--- config.mk ---
export PLATFORM = sky130hd
export DESIGN_NAME = slow_idle_ctrl
export DESIGN_NICKNAME = d
export VERILOG_FILES = /design/src/rtl/slow_idle_pkg.sv /design/src/rtl/sidle_tick_counter.sv /design/src/rtl/sidle_dma_grant.sv /design/src/rtl/sidle_wake_ctrl.sv /design/src/rtl/slow_idle_ctrl.sv
export SDC_FILE = /design/constraint.sdc
export NUM_CORES = 1
export LEC_CHECK = 0
export ABC_AREA = 1
export BUFFER_PORTS_ARGS = -buffer_cell sky130_fd_sc_hd__buf_2
export CORE_MARGIN = 1
export CORE_UTILIZATION = 50
export DETAILED_ROUTE_END_ITERATION = 8
export PLACE_DENSITY = 0.8
export REMOVE_ABC_BUFFERS = 1
export SYNTH_ARGS = -nofsm -noshare
export SYNTH_HDL_FRONTEND = slang
export SYNTH_HIERARCHICAL = 1
export SYNTH_SLANG_ARGS = --single-unit
export TNS_END_PERCENT = 100
--- constraint.sdc ---
create_clock -name clk -period 2.1 [get_ports clk]
set_clock_uncertainty 0.05 [all_clocks]
set_input_delay 0.21 -clock clk [delete_from_list [all_inputs] [get_ports clk]]
set_output_delay 0.21 -clock clk [all_outputs]
set_load 0.05 [all_outputs]
--- src/rtl/slow_idle_pkg.sv ---
package slow_idle_pkg;
  typedef enum logic [1:0] {
    ST_RUN  = 2'd0,
    ST_IDLE = 2'd1,
    ST_SLOW = 2'd2
  } sidle_state_t;
endpackage

--- src/rtl/sidle_tick_counter.sv ---
module sidle_tick_counter #(
  parameter int CNT_W = 7
) (
  input  logic             clk,
  input  logic             rst,
  output logic [CNT_W-1:0] cnt_q,
  output logic [CNT_W-1:0] cnt_d
);
  assign cnt_d = rst ? '0 : cnt_q + 1'b1;

  always_ff @(posedge clk) begin
    cnt_q <= cnt_d;
  end

  a_r1_counter_step: assert property (@(posedge clk) disable iff (rst)
    1'b1 |=> cnt_q == CNT_W'($past(cnt_q) + 1'b1));
endmodule

--- src/rtl/sidle_dma_grant.sv ---
module sidle_dma_grant #(
  parameter int NDMA = 3
) (
  input  logic            clk,
  input  logic            rst,
  input  logic [NDMA-1:0] dma_req,
  output logic [NDMA-1:0] dma_gnt
);
  logic [NDMA-1:0] pick;

  assign pick = dma_req & (~dma_req + 1'b1);

  always_ff @(posedge clk) begin
    if (rst) dma_gnt <= '0;
    else     dma_gnt <= pick;
  end

  a_r8_one_grant: assert property (@(posedge clk) disable iff (rst)
    (|dma_req) |=> ($countones(dma_gnt) == 1));
  a_r8_no_grant: assert property (@(posedge clk) disable iff (rst)
    !(|dma_req) |=> (dma_gnt == '0));
endmodule

--- src/rtl/sidle_wake_ctrl.sv ---
module sidle_wake_ctrl
  import slow_idle_pkg::*;
#(
  parameter int NIRQ      = 4,
  parameter int CNT_W     = 7,
  parameter int BASE_LOG2 = 4,
  parameter int CODE_W    = 2
) (
  input  logic              clk,
  input  logic              rst,
  input  logic              idle_req,
  input  logic              div_present,
  input  logic [CODE_W-1:0] div_code,
  input  logic [NIRQ-1:0]   irq_req,
  input  logic [NIRQ-1:0]   irq_mask,
  input  logic [CNT_W-1:0]  cnt_q,
  input  logic [CNT_W-1:0]  cnt_d,
  output logic              core_ce,
  output logic              sclk_ce,
  output logic              clkout_ce,
  output logic              timer_ce,
  output logic              resume
);
  sidle_state_t      state_q, state_d;
  logic [CODE_W-1:0] code_q, code_d;
  logic              armed_q, armed_d;
  logic              resume_d;
  logic              pend;
  logic              tick_now, tick_next;

  function automatic logic tick_of(input logic [CNT_W-1:0] c,
                                   input logic [CODE_W-1:0] code);
    logic [CNT_W-1:0] m;
    m = ~({CNT_W{1'b1}} << (BASE_LOG2 + int'(code)));
    return (c & m) == '0;
  endfunction

  assign pend      = |(irq_req & irq_mask);
  assign tick_now  = tick_of(cnt_q, code_q);
  assign tick_next = tick_of(cnt_d, code_d);

  always_comb begin
    state_d  = state_q;
    code_d   = code_q;
    armed_d  = armed_q;
    resume_d = 1'b0;
    case (state_q)
      ST_RUN: begin
        if (idle_req) begin
          armed_d = 1'b0;
          if (div_present) begin
            state_d = ST_SLOW;
            code_d  = div_code;
          end else begin
            state_d = ST_IDLE;
          end
        end
      end
      ST_IDLE: begin
        if (pend) begin
          state_d  = ST_RUN;
          resume_d = 1'b1;
        end
      end
      ST_SLOW: begin
        if ((pend || armed_q) && tick_now) begin
          state_d  = ST_RUN;
          resume_d = 1'b1;
          armed_d  = 1'b0;
        end else if (pend) begin
          armed_d = 1'b1;
        end
      end
      default: state_d = ST_RUN;
    endcase
    if (rst) begin
      state_d  = ST_RUN;
      code_d   = '0;
      armed_d  = 1'b0;
      resume_d = 1'b0;
    end
  end

  always_ff @(posedge clk) begin
    state_q   <= state_d;
    code_q    <= code_d;
    armed_q   <= armed_d;
    resume    <= resume_d;
    core_ce   <= (state_d == ST_RUN) || ((state_d == ST_SLOW) && tick_next);
    sclk_ce   <= (state_d != ST_SLOW) || tick_next;
    clkout_ce <= (state_d != ST_SLOW) || tick_next;
    timer_ce  <= (state_d != ST_SLOW) || tick_next;
  end

  a_r7_resume_single: assert property (@(posedge clk) disable iff (rst)
    resume |=> !resume);
  a_r2_plain_gates_core: assert property (@(posedge clk) disable iff (rst)
    (state_q == ST_RUN && idle_req && !div_present) |=> (!core_ce && sclk_ce));
  a_r4_masked_no_wake: assert property (@(posedge clk) disable iff (rst)
    (state_q != ST_RUN && !pend && !armed_q) |=> !resume);
  a_r3_plain_wake: assert property (@(posedge clk) disable iff (rst)
    (state_q == ST_IDLE && pend) |=> (resume && core_ce));
  a_r6_slow_wake_on_tick: assert property (@(posedge clk) disable iff (rst)
    (state_q == ST_SLOW && !tick_now) |=> !resume);
endmodule

--- src/rtl/slow_idle_ctrl.sv ---
module slow_idle_ctrl #(
  parameter int NIRQ      = 4,
  parameter int NDMA      = 3,
  parameter int BASE_LOG2 = 4,
  parameter int CODE_W    = 2
) (
  input  logic              clk,
  input  logic              rst,
  input  logic              idle_req,
  input  logic              div_present,
  input  logic [CODE_W-1:0] div_code,
  input  logic [NIRQ-1:0]   irq_req,
  input  logic [NIRQ-1:0]   irq_mask,
  input  logic [NDMA-1:0]   dma_req,
  output logic              core_ce,
  output logic              sclk_ce,
  output logic              clkout_ce,
  output logic              timer_ce,
  output logic              resume,
  output logic [NDMA-1:0]   dma_gnt
);
  localparam int CNT_W = BASE_LOG2 + (1 << CODE_W) - 1;

  logic [CNT_W-1:0] cnt_q, cnt_d;

  sidle_tick_counter #(.CNT_W(CNT_W)) u_cnt (
    .clk(clk), .rst(rst), .cnt_q(cnt_q), .cnt_d(cnt_d)
  );

  sidle_wake_ctrl #(
    .NIRQ(NIRQ), .CNT_W(CNT_W), .BASE_LOG2(BASE_LOG2), .CODE_W(CODE_W)
  ) u_wake (
    .clk(clk), .rst(rst), .idle_req(idle_req), .div_present(div_present),
    .div_code(div_code), .irq_req(irq_req), .irq_mask(irq_mask),
    .cnt_q(cnt_q), .cnt_d(cnt_d), .core_ce(core_ce), .sclk_ce(sclk_ce),
    .clkout_ce(clkout_ce), .timer_ce(timer_ce), .resume(resume)
  );

  sidle_dma_grant #(.NDMA(NDMA)) u_dma (
    .clk(clk), .rst(rst), .dma_req(dma_req), .dma_gnt(dma_gnt)
  );
endmodule

# After elaboration in Yosys (flattened, before gate mapping)
# Index checks and enable logic that the tools add are counted.
# totals
out_inout_bits,8
input_bits,17
n_memories,0
ramBits,0
mem_bits_ro,0
reg_bits,18
elab_cells,57
latchBits,0
# op_classes
n_reduce_logical,12
bitwise_logic,7
mul,0
order_cmp,0
shifts,2
eq_ne,6
div,0
muxes,18
add_sub_neg,4
# op_table
operator,count
7-bit by 32-bit << shifter with 7-bit output (first input constant),2
2-bit 2-to-1 mux,9
7-bit AND,2
7-bit zero test,2
7-bit inverter,2
3-bit by 2-bit adder with 4-bit output (first input constant),2
7-bit by 1-bit adder with 7-bit output (second input constant),1
7-bit 2-to-1 mux,1
2-bit case mux with 3 select lines,1
1-bit 2-to-1 mux,5
4-bit AND,1
2-bit == test (second input constant),2
2-bit zero test,2
2-bit inequality test (second input constant),2
1-bit case mux with 2 select lines,2
4-bit OR reduction,1
3-bit by 1-bit adder with 3-bit output (second input constant),1
3-bit AND,1
1-bit logical OR,3
3-bit by 1-bit inequality test with 1-bit output (second input constant),1
3-bit inverter,1
3-bit AND reduction,1
2-bit by 1-bit == test with 1-bit output (second input constant),1
1-bit logical AND,2
2-bit nonzero test,1

# Longest topological paths before layout
# Gate-level depths: netlist (run 1).
# depth
ltp_word,12
depth_mapped,13
depth_no_buf,13

# Modules after synthesis
# Netlist (run 1), hierarchy kept.
# modules_own_cells
module,cells_each,seq_area_each_um2,area_per_inst_um2,instances
sidle_wake_ctrl,86,160.2,564.3,1
sidle_tick_counter,38,140.1,285.3,1
sidle_dma_grant,11,60.1,90.1,1

# Least setup slack after synthesis (run 1)
# No wires, ideal clock.
# synth_timing
path_kind,reg2reg
from,register u_cnt.cnt_q[0]
to,register u_wake.core_ce
setup_ps,109
stages_incl_launch_ff,12
t_required_ps,1941
t_arrival_ps,1358
setup_slack_ps,583
n_path_buf,0
path_cell_list,dfxtp_1 > ha_1 > nand3_1 > xor2_1 > nor2_1 > nand4_1 > nand2_1 > nand2_2 > nand2_2 > nand3_2 > nand2_1 > inv_1
# synth_via
elab_cells_between_ends,14
classes_between,add/sub (1); eq/ne (1); mux (4); bitwise (2); reduce/logical (6)
# synth_lines
item,line_no,rtl
start: declaration,sidle_tick_counter.sv:6,"output logic [CNT_W-1:0] cnt_q,"
start signal: assignment,sidle_tick_counter.sv:12,cnt_q <= cnt_d;
7-bit by 1-bit adder with 7-bit output,sidle_tick_counter.sv:9,assign cnt_d = rst ? '0 : cnt_q + 1'b1;
7-bit 2-to-1 mux,sidle_tick_counter.sv:9,
net cnt_d[4],slow_idle_ctrl.sv:24,"logic [CNT_W-1:0] cnt_q, cnt_d;"
7-bit AND,sidle_wake_ctrl.sv:35,return (c & m) == '0;
7-bit zero test,sidle_wake_ctrl.sv:35,
1-bit logical AND,sidle_wake_ctrl.sv:89,core_ce <= (state_d == ST_RUN) || ((state_d == ST_SLOW) && tick_next);
1-bit logical OR,sidle_wake_ctrl.sv:89,
end signal: assignment,sidle_wake_ctrl.sv:89,
end: declaration,sidle_wake_ctrl.sv:18,"output logic core_ce,"
# The timed path passes the listed nets, and every way through them passes these cells.
# A chain may end at the register's enable or synchronous reset.

# Worst setup path in the final report (run 1)
# Same ends and word-level chain as after synthesis.

==> summary.md, run 1 <==
| Metric | Value |
|---|---|
| Status | completed |
| Launching element type of the critical path | flop |
| FILL cells | ~170 |
| Placed Cells | roughly 180 |
| Via Count | a little over 900 |
| DPL Wire Length | around 1500 µm |
| CTS buffer count | 3 |
| Worst path cell trace | ha_1 > nand3_1 > xor2_1 > nor2_1 > nand4_1 > nand2_1 > nand2_2 > nand2_2 > nand3_2 > nand2_1 > inv_1 |
| WHS | 0.0847 ns |
| Relative slew slack | 0.756 |
| Initial Util | 0.538 |
| Period utilization | 0.840 |
| CP max stage delay | 0.43 ns |
| Vias in the first global route | slightly below 900 |
| Switching share of total power | 0.298 |
| Max cap viols | 0 |
| Post-place setup slack | ~0.4 ns |
| Final setup viols | 0 |
| Post-synthesis async set-or-reset flop share | 0 |
| Routed wire length | between 1500 and 2000 µm |
| Clock root cell | clkbuf_4 |
| Met3 routed WL | about 110 µm |
| TritonRoute pass-1 iters | 4 |
| Max VDD drop | between 600 and 700 µV |
| Setup crit end kind | flop |
| Crit path max-delay cell type | dfxtp_1 |
| Syn_area_per_cell | between 6 and 7 µm² |
| Routed len/inst | ~11 µm |
| RSZ-0062 raised after global routing | no |
| Slew Limit Fails | 0 |
| Highest Signal Layer | met4 |
| Worst Tran Pin Value | roughly 0.36 ns |
| Setup CP Type | flop to flop |
| IO Count | 25 |
| CTS max path bufs | 2 |
| Static Leak | 0.000576 µW |
| DRT iter0 DRCs | 26 |
| Final Wtd Congestion | 0.749 |
| Core ar. | 0.00175 mm² |
| Total gr overflow | 0 |
| Cts hold-fix bufs | 0 |
| Post-Syn Area | about 940 µm² |
| Cells after Synth | 135 |
| Worst setup margin | approximately 0.34 ns |
| Number of remaining DRC errors | 0 |
| Post-Layout Cell Count | 186 |
| #FFs+latches synth | 18 |
| Rows | 15 |
| Post-cts sizing count | 0 |
| Yosys warns | 6 |
| Synth top area cells | dfxtp_1, nand2_1, nor2_1, inv_1, ha_1 |
| Max Fanout on Critical Path | 6 |
| Peak Freq | about 570 MHz |
| Synth-to-layout area growth | 18.4% |
| Overall Global Routing Usage | 0.222 |
| Routed length on met1 | 881 µm |
| Pin count of the biggest net entering global routing | 11 |
| Register area share after synthesis | 0.383 |
| First-pass GRT wire length | about 3400 µm |
| EDFF count, synth | 0 |
| Commonest cells post-synth | nand2_1, nor2_1, dfxtp_1, inv_1, nand3_1 |
| Clock group share of total power | 0.285 |
| DIE AREA | between 0.002 and 0.0025 mm² |
| Initial antenna violation count | 0 |
| Ratio of cells with drive above 1 in the final layout | 0.230 |
| Clk_lat worst skew | 0.29 ns |
| Combinational share of power | 0.211 |
| Top FF cell, synth | dfxtp_1 |
| Internal Power | around 520 µW |
| Sw Pwr | between 200 and 250 µW |
| CTS tree | done |
| CP arrival | 1.91 ns |
| Pwr Total | 740 µW |
| Clock Pin Slew Worst Setup and Hold Paths | around 0.10 ns |
| # clock sinks | 18 |
| # port buffers | 24 |
| Routed Antenna Nets | 0 |
| Seq pwr share | 0.504 |
| Final #Nets | ~180 |
| Synth area leader | dfxtp_1 |
| Total negative slack | 0 ns |
| Vias/cell | approximately 5 |
| Area share of the largest cell type after synthesis | 0.383 |
| H-tree levels | 1 |
| Count leader, synth | nand2_1 |
| Die height | approximately 45 µm |
| N_diodes | 0 |
| Final hold vios | 0 |
| Yosys cell types | 22 |
| Min-Delay Path Class | input pin to flop |
| Die Width | ~45 µm |
| Postcts setup bufs | 0 |
| Met2 WL | around 950 µm |
| Pwr/cell area | approximately 670 mW/mm² |
| Worst EP required | ~2.3 ns |
| Crit path time final | 1.76 ns |
[logic make-up after synthesis]
| kind of cell | count (synthesis) | synth area share |
|---|---|---|
| XOR/XNOR | 1 | 0.00932 |
| buffers and inverters | 22 | 0.0959 |
| adder cells (fa/ha/maj) | 5 | 0.0666 |
| flip-flops | 18 | 0.383 |
| AND/OR/NAND/NOR | 75 | 0.362 |
| AO/OA/AOI/OAI | 14 | 0.0826 |
[worst max-delay path: cells and delay by family (launching register included)]
kind | cells | cell delay, ns
DFF | 1 | 0.43
xor gates and xnor gates | 1 | 0.16
buffers and inverters | 1 | 0.03
and+or+nand+nor | 8 | 0.74
adders and majority gates | 1 | 0.25
[registers in the layout, summed over array words and instances (netlist names)]
register,count
u_wake/resume,1
u_wake/armed_q,1
u_dma/dma_gnt,3
u_wake/core_ce,1
u_wake/state_q,2
u_wake/code_q,2
u_wake/timer_ce,1
u_cnt/cnt_q,7
[power groups by stage]
stage | Sequential, µW | Clock (µW) | Combinational (µW)
global placement | 381 | 0 | 151
global route | 377 | 230 | 174
CTS | 373 | 217 | 157
floorplan | 405 | 0 | 85.9
detailed placement | 381 | 0 | 156
finish | 373 | 211 | 156
[stage by stage]
stage	util	area, µm²
2_1_floorplan	-	925
3_3_place_gp	0.616	1080
6_report	0.637	1110
3_5_place_dp	0.616	1080
5_1_grt	0.637	1110
4_1_cts	0.637	1110
[worst paths after layout]
path / from / endpoint / slack (ns) / depth (start not counted)
worst min register to register: u_cnt/cnt_q[6]$_DFF_P_ / u_cnt/cnt_q[6]$_DFF_P_ / 0.51 / 2
worst max register to register: u_cnt/cnt_q[0]$_DFF_P_ / u_wake/core_ce$_DFF_P_ / 0.34 / 11
worst min-delay path: dma_req[0] / u_dma/dma_gnt[0]$_SDFF_PP0_ / 0.08 / 3
worst max-delay path: u_cnt/cnt_q[0]$_DFF_P_ / u_wake/core_ce$_DFF_P_ / 0.34 / 11
[placed cells by master (no fill, tap or decap), types with 2 or more instances in the layout]
| cell | instances |
|---|---|
| nand2_1 | 34 |
| nand2_2 | 2 |
| buf_2 | 24 |
| inv_2 | 2 |
| nand4_1 | 2 |
| nand3_1 | 10 |
| nor2_1 | 19 |
| a21oi_1 | 7 |
| nand3_2 | 3 |
| o21ai_0 | 4 |
| inv_1 | 18 |
| dfxtp_1 | 18 |
| clkbuf_4 | 3 |
| ha_1 | 5 |
[cell type report]
class                      instances  area, µm²  area share
clock buffer                       4       36.3      0.0326
sequential                        18        360       0.324
multi-input combinational         95        489       0.440
timing repair buffer              24        120       0.108
tap                               25       31.3      0.0281
inverter                          20       75.1      0.0675
[routing by layer]
layer,vias to the layer above,track usage
li1,483,-
met1,401,0.274
met2,25,0.383
met3,2,0.0400
met4,0,0.0788
met5,-,0
(Power assumes the default switching activity.)
==> inputs of run 2 (changes only) <==
- CORE_UTILIZATION: 50 -> 45
- PLACE_DENSITY: 0.8 -> 0.77
- clock period: 2.1 -> 1.6 ns (I/O delays scaled with it)
==> run 2 against run 1 <==
Effect of this change:
- wire length decreased by 2.2%
- combinational power increased by 49%
- die area increased by 11%
- global-route usage down 2.9 points
- power rose by 36%
- worst hold slack worse by 0.075 ns
- sequential cell count unchanged
- sequential share of layout area shrank 2.7 points
- clock power rose by 36%
==> summary.md, run 2 (same netlist as run 1, synthesis figures left out) <==
| Metric | Value |
|---|---|
| Status | completed (unchanged) |
| Clock Pin Slew Worst Setup and Hold Paths | 0.10 ns (about the same) |
| DPL Wire Length | 1440 µm (was 1540 µm) |
| CP Launch Point | u_wake/state_q[0]$_DFF_P_ (was u_cnt/cnt_q[0]$_DFF_P_) |
| Most common cell after layout, fill and taps aside | nand2_1 (unchanged) |
| Final hold vios | 0 (unchanged) |
| Core ar. | 0.00196 mm² (was 0.00175 mm²) |
| Pwr/cell area | 826 mW/mm² (was 665 mW/mm²) |
| Area post-placement | 0.00109 mm² (was 0.00108 mm²) |
| Slew Limit Fails | 0 (unchanged) |
| RSZ-0062 raised after global routing | yes (was no) |
| Worst Tran Pin Value | 0.300 ns (was 0.363 ns) |
| Largest registers | u_cnt/cnt_q x7, u_dma/dma_gnt x3 (unchanged) |
| Die height | 47.7 µm (was 45.4 µm) |
| Cells on worst reg2reg path | 7 (was 11) |
| Max Fanout on Critical Path | 5 (was 6) |
| HP Start | dma_req[0] (unchanged) |
| R2r setup slk | 0.10 ns (was 0.34 ns) |
| First-pass GRT wire length | 3090 µm (was 3350 µm) |
| DIE AREA | 0.00227 mm² (was 0.00206 mm²) |
| H-tree levels | 1 (unchanged) |
| Reg-to-reg endpoint | u_wake/timer_ce$_DFF_P_ (was u_wake/core_ce$_DFF_P_) |
| WHS Endpoint | u_dma/dma_gnt[0]$_SDFF_PP0_ (unchanged) |
| Most used cells in the layout excluding fill and tap cells | nand2_1, buf_2, inv_1, nor2_1, dfxtp_1 (was nand2_1, buf_2, nor2_1, inv_1, dfxtp_1) |
| Die Width | 47.7 µm (was 45.4 µm) |
| Pwr Total | 1010 µW (was 740 µW) |
| Clk_lat worst skew | 0.30 ns (was 0.29 ns) |
| Rows | 16 (was 15) |
| Setup crit end kind | flop (unchanged) |
| Routed length on met1 | 872 µm (was 881 µm) |
| Routed wire length | 1910 µm (was 1960 µm) |
| Final Wtd Congestion | 0.811 (was 0.749) |
| CTS buffer count | 3 (unchanged) |
| Peak Freq | 668 MHz (was 567 MHz) |
| Initial Util | 0.479 (was 0.538) |
| N_diodes | 0 (unchanged) |
| Via Count | 924 (was 911) |
| Vias/cell | 4.71 (was 4.90) |
| Synth-to-layout area growth | 30.1% (was 18.4%) |
| Vias in the first global route | 835 (was 870) |
| Routed len/inst | 9.76 µm (was 10.5 µm) |
| Final #Nets | 192 (was 184) |
| Overall Global Routing Usage | 0.193 (was 0.222) |
| Worst setup margin | 0.103 ns (was 0.336 ns) |
| Setup CP Type | flop to flop (unchanged) |
| DRT iter0 DRCs | 11 (was 26) |
| Min-Delay Path Class | input pin to flop (unchanged) |
| Highest Signal Layer | met4 (unchanged) |
| CP arrival | 1.64 ns (was 1.91 ns) |
| Met3 routed WL | 83 µm (was 110 µm) |
| Cell depth of the worst hold path | 3 (unchanged) |
| IO Count | 25 (unchanged) |
| Number of remaining DRC errors | 0 (unchanged) |
| # clock sinks | 18 (unchanged) |
| Worst EP required | 1.75 ns (was 2.25 ns) |
| Reg2reg start | u_wake/state_q[0]$_DFF_P_ (was u_cnt/cnt_q[0]$_DFF_P_) |
| Max VDD drop | 705 µV (was 622 µV) |
| Max reg flops | 7 (unchanged) |
| Top delay family on crit path | flip-flops (was simple AND/OR/NAND/NOR gates) |
| Crit path max-delay cell type | dfxtp_1 (unchanged) |
| TritonRoute pass-1 iters | 4 (unchanged) |
| Relative slew slack | 0.798 (was 0.756) |
| Launching element type of the critical path | flop (unchanged) |
| Ratio of cells with drive above 1 in the final layout | 0.320 (was 0.230) |
| Total negative slack | 0 ns (unchanged) |
| Final setup viols | 0 (unchanged) |
| Largest Register | u_cnt/cnt_q (unchanged) |
| Max cap viols | 0 (unchanged) |
| Pin count of the biggest net entering global routing | 11 (unchanged) |
| Static Leak | 0.000621 µW (was 0.000576 µW) |
| Initial antenna violation count | 0 (unchanged) |
| WHS | 0.00996 ns (was 0.0847 ns) |
| CTS max path bufs | 2 (unchanged) |
| Period utilization | 0.936 (was 0.840) |
| Worst path cell trace | buf_4 > ha_1 > nor2_1 > a21boi_0 > nand2_1 > inv_2 > nand3_1 (was ha_1 > nand3_1 > xor2_1 > nor2_1 > nand4_1 > nand2_1 > nand2_2 > nand2_2 > nand3_2 > nand2_1 > inv_1) |
| Final instance area | 0.00122 mm² (was 0.00111 mm²) |
| CTS tree | done (unchanged) |
| Routed Antenna Nets | 0 (unchanged) |
| Clock root cell | clkbuf_4 (unchanged) |
| Crit path time final | 1.50 ns (was 1.76 ns) |
| Total gr overflow | 0 (unchanged) |
| # port buffers | 24 (unchanged) |
| Met2 WL | 927 µm (was 950 µm) |
| CP max stage delay | 0.32 ns (was 0.43 ns) |
| Worst Path Buf+Inv | 2 (was 1) |
| Post-place setup slack | -0.0214 ns (was 0.388 ns) |
[run 2: cell count changes in the layout (fill, tap and decap cells not counted), sizes merged]
cell | previous run | this run
buf | 24 | 32
[run 2: tightest hold or removal path, delay by kind of cell]
family	cells	cell delay (ns)
buf+inv	2	0.14
simple gates	1	0.03
[run 2: metal layers]
metal / GRT usage / up-vias
met1: 0.242 / 407
met2: 0.327 / 23
met3: 0.0340 / 2
li1: - / 492
met5: 0 / -
met4: 0.0722 / 0
[run 2: worst max-delay path by stage]
stage                                    to  slack [ns]  cells past startpoint
floorplan            u_wake/core_ce$_DFF_P_        0.08                     11
global placement     u_wake/core_ce$_DFF_P_        0.02                     11
detailed placement   u_wake/core_ce$_DFF_P_       -0.02                     11
CTS                  u_wake/core_ce$_DFF_P_       0.004                     11
global route         u_wake/core_ce$_DFF_P_       -0.01                     13
finish              u_wake/timer_ce$_DFF_P_        0.10                      7
[run 2: repair_timing]
action	CTS	global route
hold buffers	0	0
resized for setup	2	9
setup buffers	4	2
pin swaps	1	5
endpoints found under the setup margin	1	3
[run 2: final cells by class]
| class | instances | area (µm²) |
|---|---|---|
| Clock buffer | 4 | 36.3 |
| Fill cell | 183 | 739 |
| Inverter | 20 | 75.1 |
| Multi-Input combinational cell | 95 | 534 |
| Sequential cell | 18 | 363 |
| Tap cell | 27 | 33.8 |
| Timing Repair Buffer | 32 | 180 |
[run 2: per-stage QoR]
stage | util | cells
floorplan | - | 133
global placement | 0.557 | 186
detailed placement | 0.557 | 186
CTS | 0.593 | 194
global route | 0.623 | 196
finish | 0.623 | 196
[run 2: where the power goes]
part           leakage (µW)  switching, µW  internal [µW]
Sequential         0.000148           15.0            474
Clock             0.0000210            149            139
Combinational      0.000452            144           89.2
==> inputs of run 3 (changes only) <==
- CORE_UTILIZATION: 45 -> 50
- PLACE_DENSITY: 0.77 -> 0.8
- clock period: 1.6 -> 1.5 ns (I/O delays scaled with it)
==> run 3 against run 2 <==
Effect of this change:
- the run now ends with setup timing left
- sequential power up 7.4%
- clock power up 2%
- wire length up 18%
- die area down 9.6%
- first-iteration DRC count rose to 2.8 times the previous value
- combinational power up 14%
==> summary.md, run 3 (same netlist as run 1, synthesis figures left out) <==
| Metric | Value |
|---|---|
| Crit path time final | 1.56 ns (was 1.50 ns) |
| Core ar. | 0.00175 mm² (was 0.00196 mm²) |
| R2r setup slk | -0.06 ns (was 0.10 ns) |
| Max reg flops | 7 (unchanged) |
| Largest registers | u_cnt/cnt_q x7, u_dma/dma_gnt x3 (unchanged) |
| Peak Freq | 640 MHz (was 668 MHz) |
| Pin count of the biggest net entering global routing | 11 (unchanged) |
| Period utilization | 1.04 (was 0.936) |
| Worst Tran Pin Value | 0.255 ns (was 0.300 ns) |
| Relative slew slack | 0.831 (was 0.798) |
| Initial Util | 0.538 (was 0.479) |
| Slew Limit Fails | 0 (unchanged) |
| Setup crit end kind | flop (unchanged) |
| Initial antenna violation count | 0 (unchanged) |
| Routed length on met1 | 954 µm (was 872 µm) |
| Setup CP Type | flop to flop (unchanged) |
| TritonRoute pass-1 iters | 4 (unchanged) |
| Vias in the first global route | 903 (was 835) |
| CTS max path bufs | 2 (unchanged) |
| # port buffers | 24 (unchanged) |
| Overall Global Routing Usage | 0.237 (was 0.193) |
| Pwr/cell area | 877 mW/mm² (was 826 mW/mm²) |
| Launching element type of the critical path | flop (unchanged) |
| Violated checks | setup timing |
| Worst setup margin | -0.0632 ns (was 0.103 ns) |
| Final hold vios | 0 (unchanged) |
| Clock root cell | clkbuf_4 (unchanged) |
| DRT iter0 DRCs | 31 (was 11) |
| Met2 WL | 1150 µm (was 927 µm) |
| DIE AREA | 0.00206 mm² (was 0.00227 mm²) |
| Max cap viols | 0 (unchanged) |
| Routed Antenna Nets | 0 (unchanged) |
| RSZ-0062 raised after global routing | yes (unchanged) |
| Met3 routed WL | 129 µm (was 83 µm) |
| Die Width | 45.4 µm (was 47.7 µm) |
| CP arrival | 1.71 ns (was 1.64 ns) |
| Largest Register | u_cnt/cnt_q (unchanged) |
| Routed wire length | 2260 µm (was 1910 µm) |
| Die height | 45.4 µm (was 47.7 µm) |
| Static Leak | 0.000615 µW (was 0.000621 µW) |
| Post-place setup slack | -0.0861 ns (was -0.0214 ns) |
| Rows | 15 (was 16) |
| Most common cell after layout, fill and taps aside | nand2_1 (unchanged) |
| Final setup viols | 2 (was 0) |
| Status | finished with violations (was completed) |
| First-pass GRT wire length | 3530 µm (was 3090 µm) |
| Via Count | 984 (was 924) |
| Number of remaining DRC errors | 0 (unchanged) |
| CTS tree | done (unchanged) |
| FILL cells | 136 (was 183) |
| Ratio of cells with drive above 1 in the final layout | 0.377 (was 0.320) |
| DPL Wire Length | 1610 µm (was 1440 µm) |
| Cts hold-fix bufs | 0 (unchanged) |
| Final Wtd Congestion | 0.788 (was 0.811) |
| CTS buffer count | 3 (unchanged) |
| Max Fanout on Critical Path | 3 (was 5) |
| WHS | 0.0209 ns (was 0.00996 ns) |
| IO Count | 25 (unchanged) |
| Max VDD drop | 708 µV (was 705 µV) |
| H-tree levels | 1 (unchanged) |
| # clock sinks | 18 (unchanged) |
| Total gr overflow | 0 (unchanged) |
| Worst EP required | 1.65 ns (was 1.75 ns) |
| Clk_lat worst skew | 0.29 ns (was 0.30 ns) |
| Highest Signal Layer | met4 (unchanged) |
| Most used cells in the layout excluding fill and tap cells | nand2_1, buf_2, nor2_1, inv_1, dfxtp_1 (was nand2_1, buf_2, inv_1, nor2_1, dfxtp_1) |
| Min-Delay Path Class | input pin to flop (unchanged) |
| Clock Pin Slew Worst Setup and Hold Paths | 0.10 ns (about the same) |
| Final #Nets | 190 (was 192) |
| N_diodes | 0 (unchanged) |
| Vias/cell | 5.13 (was 4.71) |
| Synth-to-layout area growth | 31.6% (was 30.1%) |
| Routed len/inst | 11.8 µm (was 9.76 µm) |
run 3: final cells by class:
class	instances	area [µm²]	share of cell area
Multi-Input combinational cell	95	557	0.450
Clock buffer	4	36.3	0.0294
Tap cell	25	31.3	0.0253
Sequential cell	18	368	0.298
Inverter	20	75.1	0.0607
Timing Repair Buffer	30	169	0.137
run 3: final timing paths:
path | from | endpoint | depth (start not counted)
max | u_cnt/cnt_q[0]$_DFF_P_ | u_wake/core_ce$_DFF_P_ | 13
max reg2reg | u_cnt/cnt_q[0]$_DFF_P_ | u_wake/core_ce$_DFF_P_ | 13
min | dma_req[0] | u_dma/dma_gnt[0]$_SDFF_PP0_ | 3
min reg2reg | u_wake/armed_q$_SDFFE_PP0P_ | u_wake/armed_q$_SDFFE_PP0P_ | 4
run 3: where the power goes:
part	internal [µW]	leakage, µW	total, µW	switching [µW]
registers	506	0.000150	525	18.9
logic	102	0.000444	265	163
clock network	148	0.0000210	294	146
total	756	0.000615	1080	328
run 3: worst max-delay path: stages, from the launching register on:
cell	delay, ns
dfxtp_2	0.35
ha_4	0.17
nand2_2	0.08
nor2_4	0.04
nand3_1	0.07
nand2_1	0.07
nor2_2	0.15
nand4_1	0.11
nand2_1	0.10
nand2_2	0.06
nand2_2	0.07
nand3_2	0.05
nand2_1	0.06
inv_1	0.03
run 3: metal layers:
| metal | GRT usage | vias to the layer above |
|---|---|---|
| li1 | - | 486 |
| met1 | 0.254 | 452 |
| met2 | 0.449 | 42 |
| met3 | 0.0280 | 4 |
| met4 | 0.115 | 0 |
| met5 | 0 | - |
run 3: what timing repair did:
item | in CTS | in global routing
pin swaps | 4 | 11
setup buffers | 1 | 1
resized for setup | 7 | 20
setup endpoints to repair | 2 | 3
cloned | 0 | 0
run 3: through the flow:
stage / instance area, µm² / power, µW / util / std cells / TNS (ns)
after CTS: 1170 / 1070 / 0.671 / 191 / -0.0636
after global placement: 1110 / 759 / 0.634 / 186 / -0.000465
final: 1240 / 1080 / 0.708 / 192 / -0.0751
after global routing: 1240 / 1140 / 0.708 / 192 / -0.187
after floorplan: 925 / 687 / - / 133 / -0.0174
after detailed placement: 1110 / 768 / 0.634 / 186 / -0.120
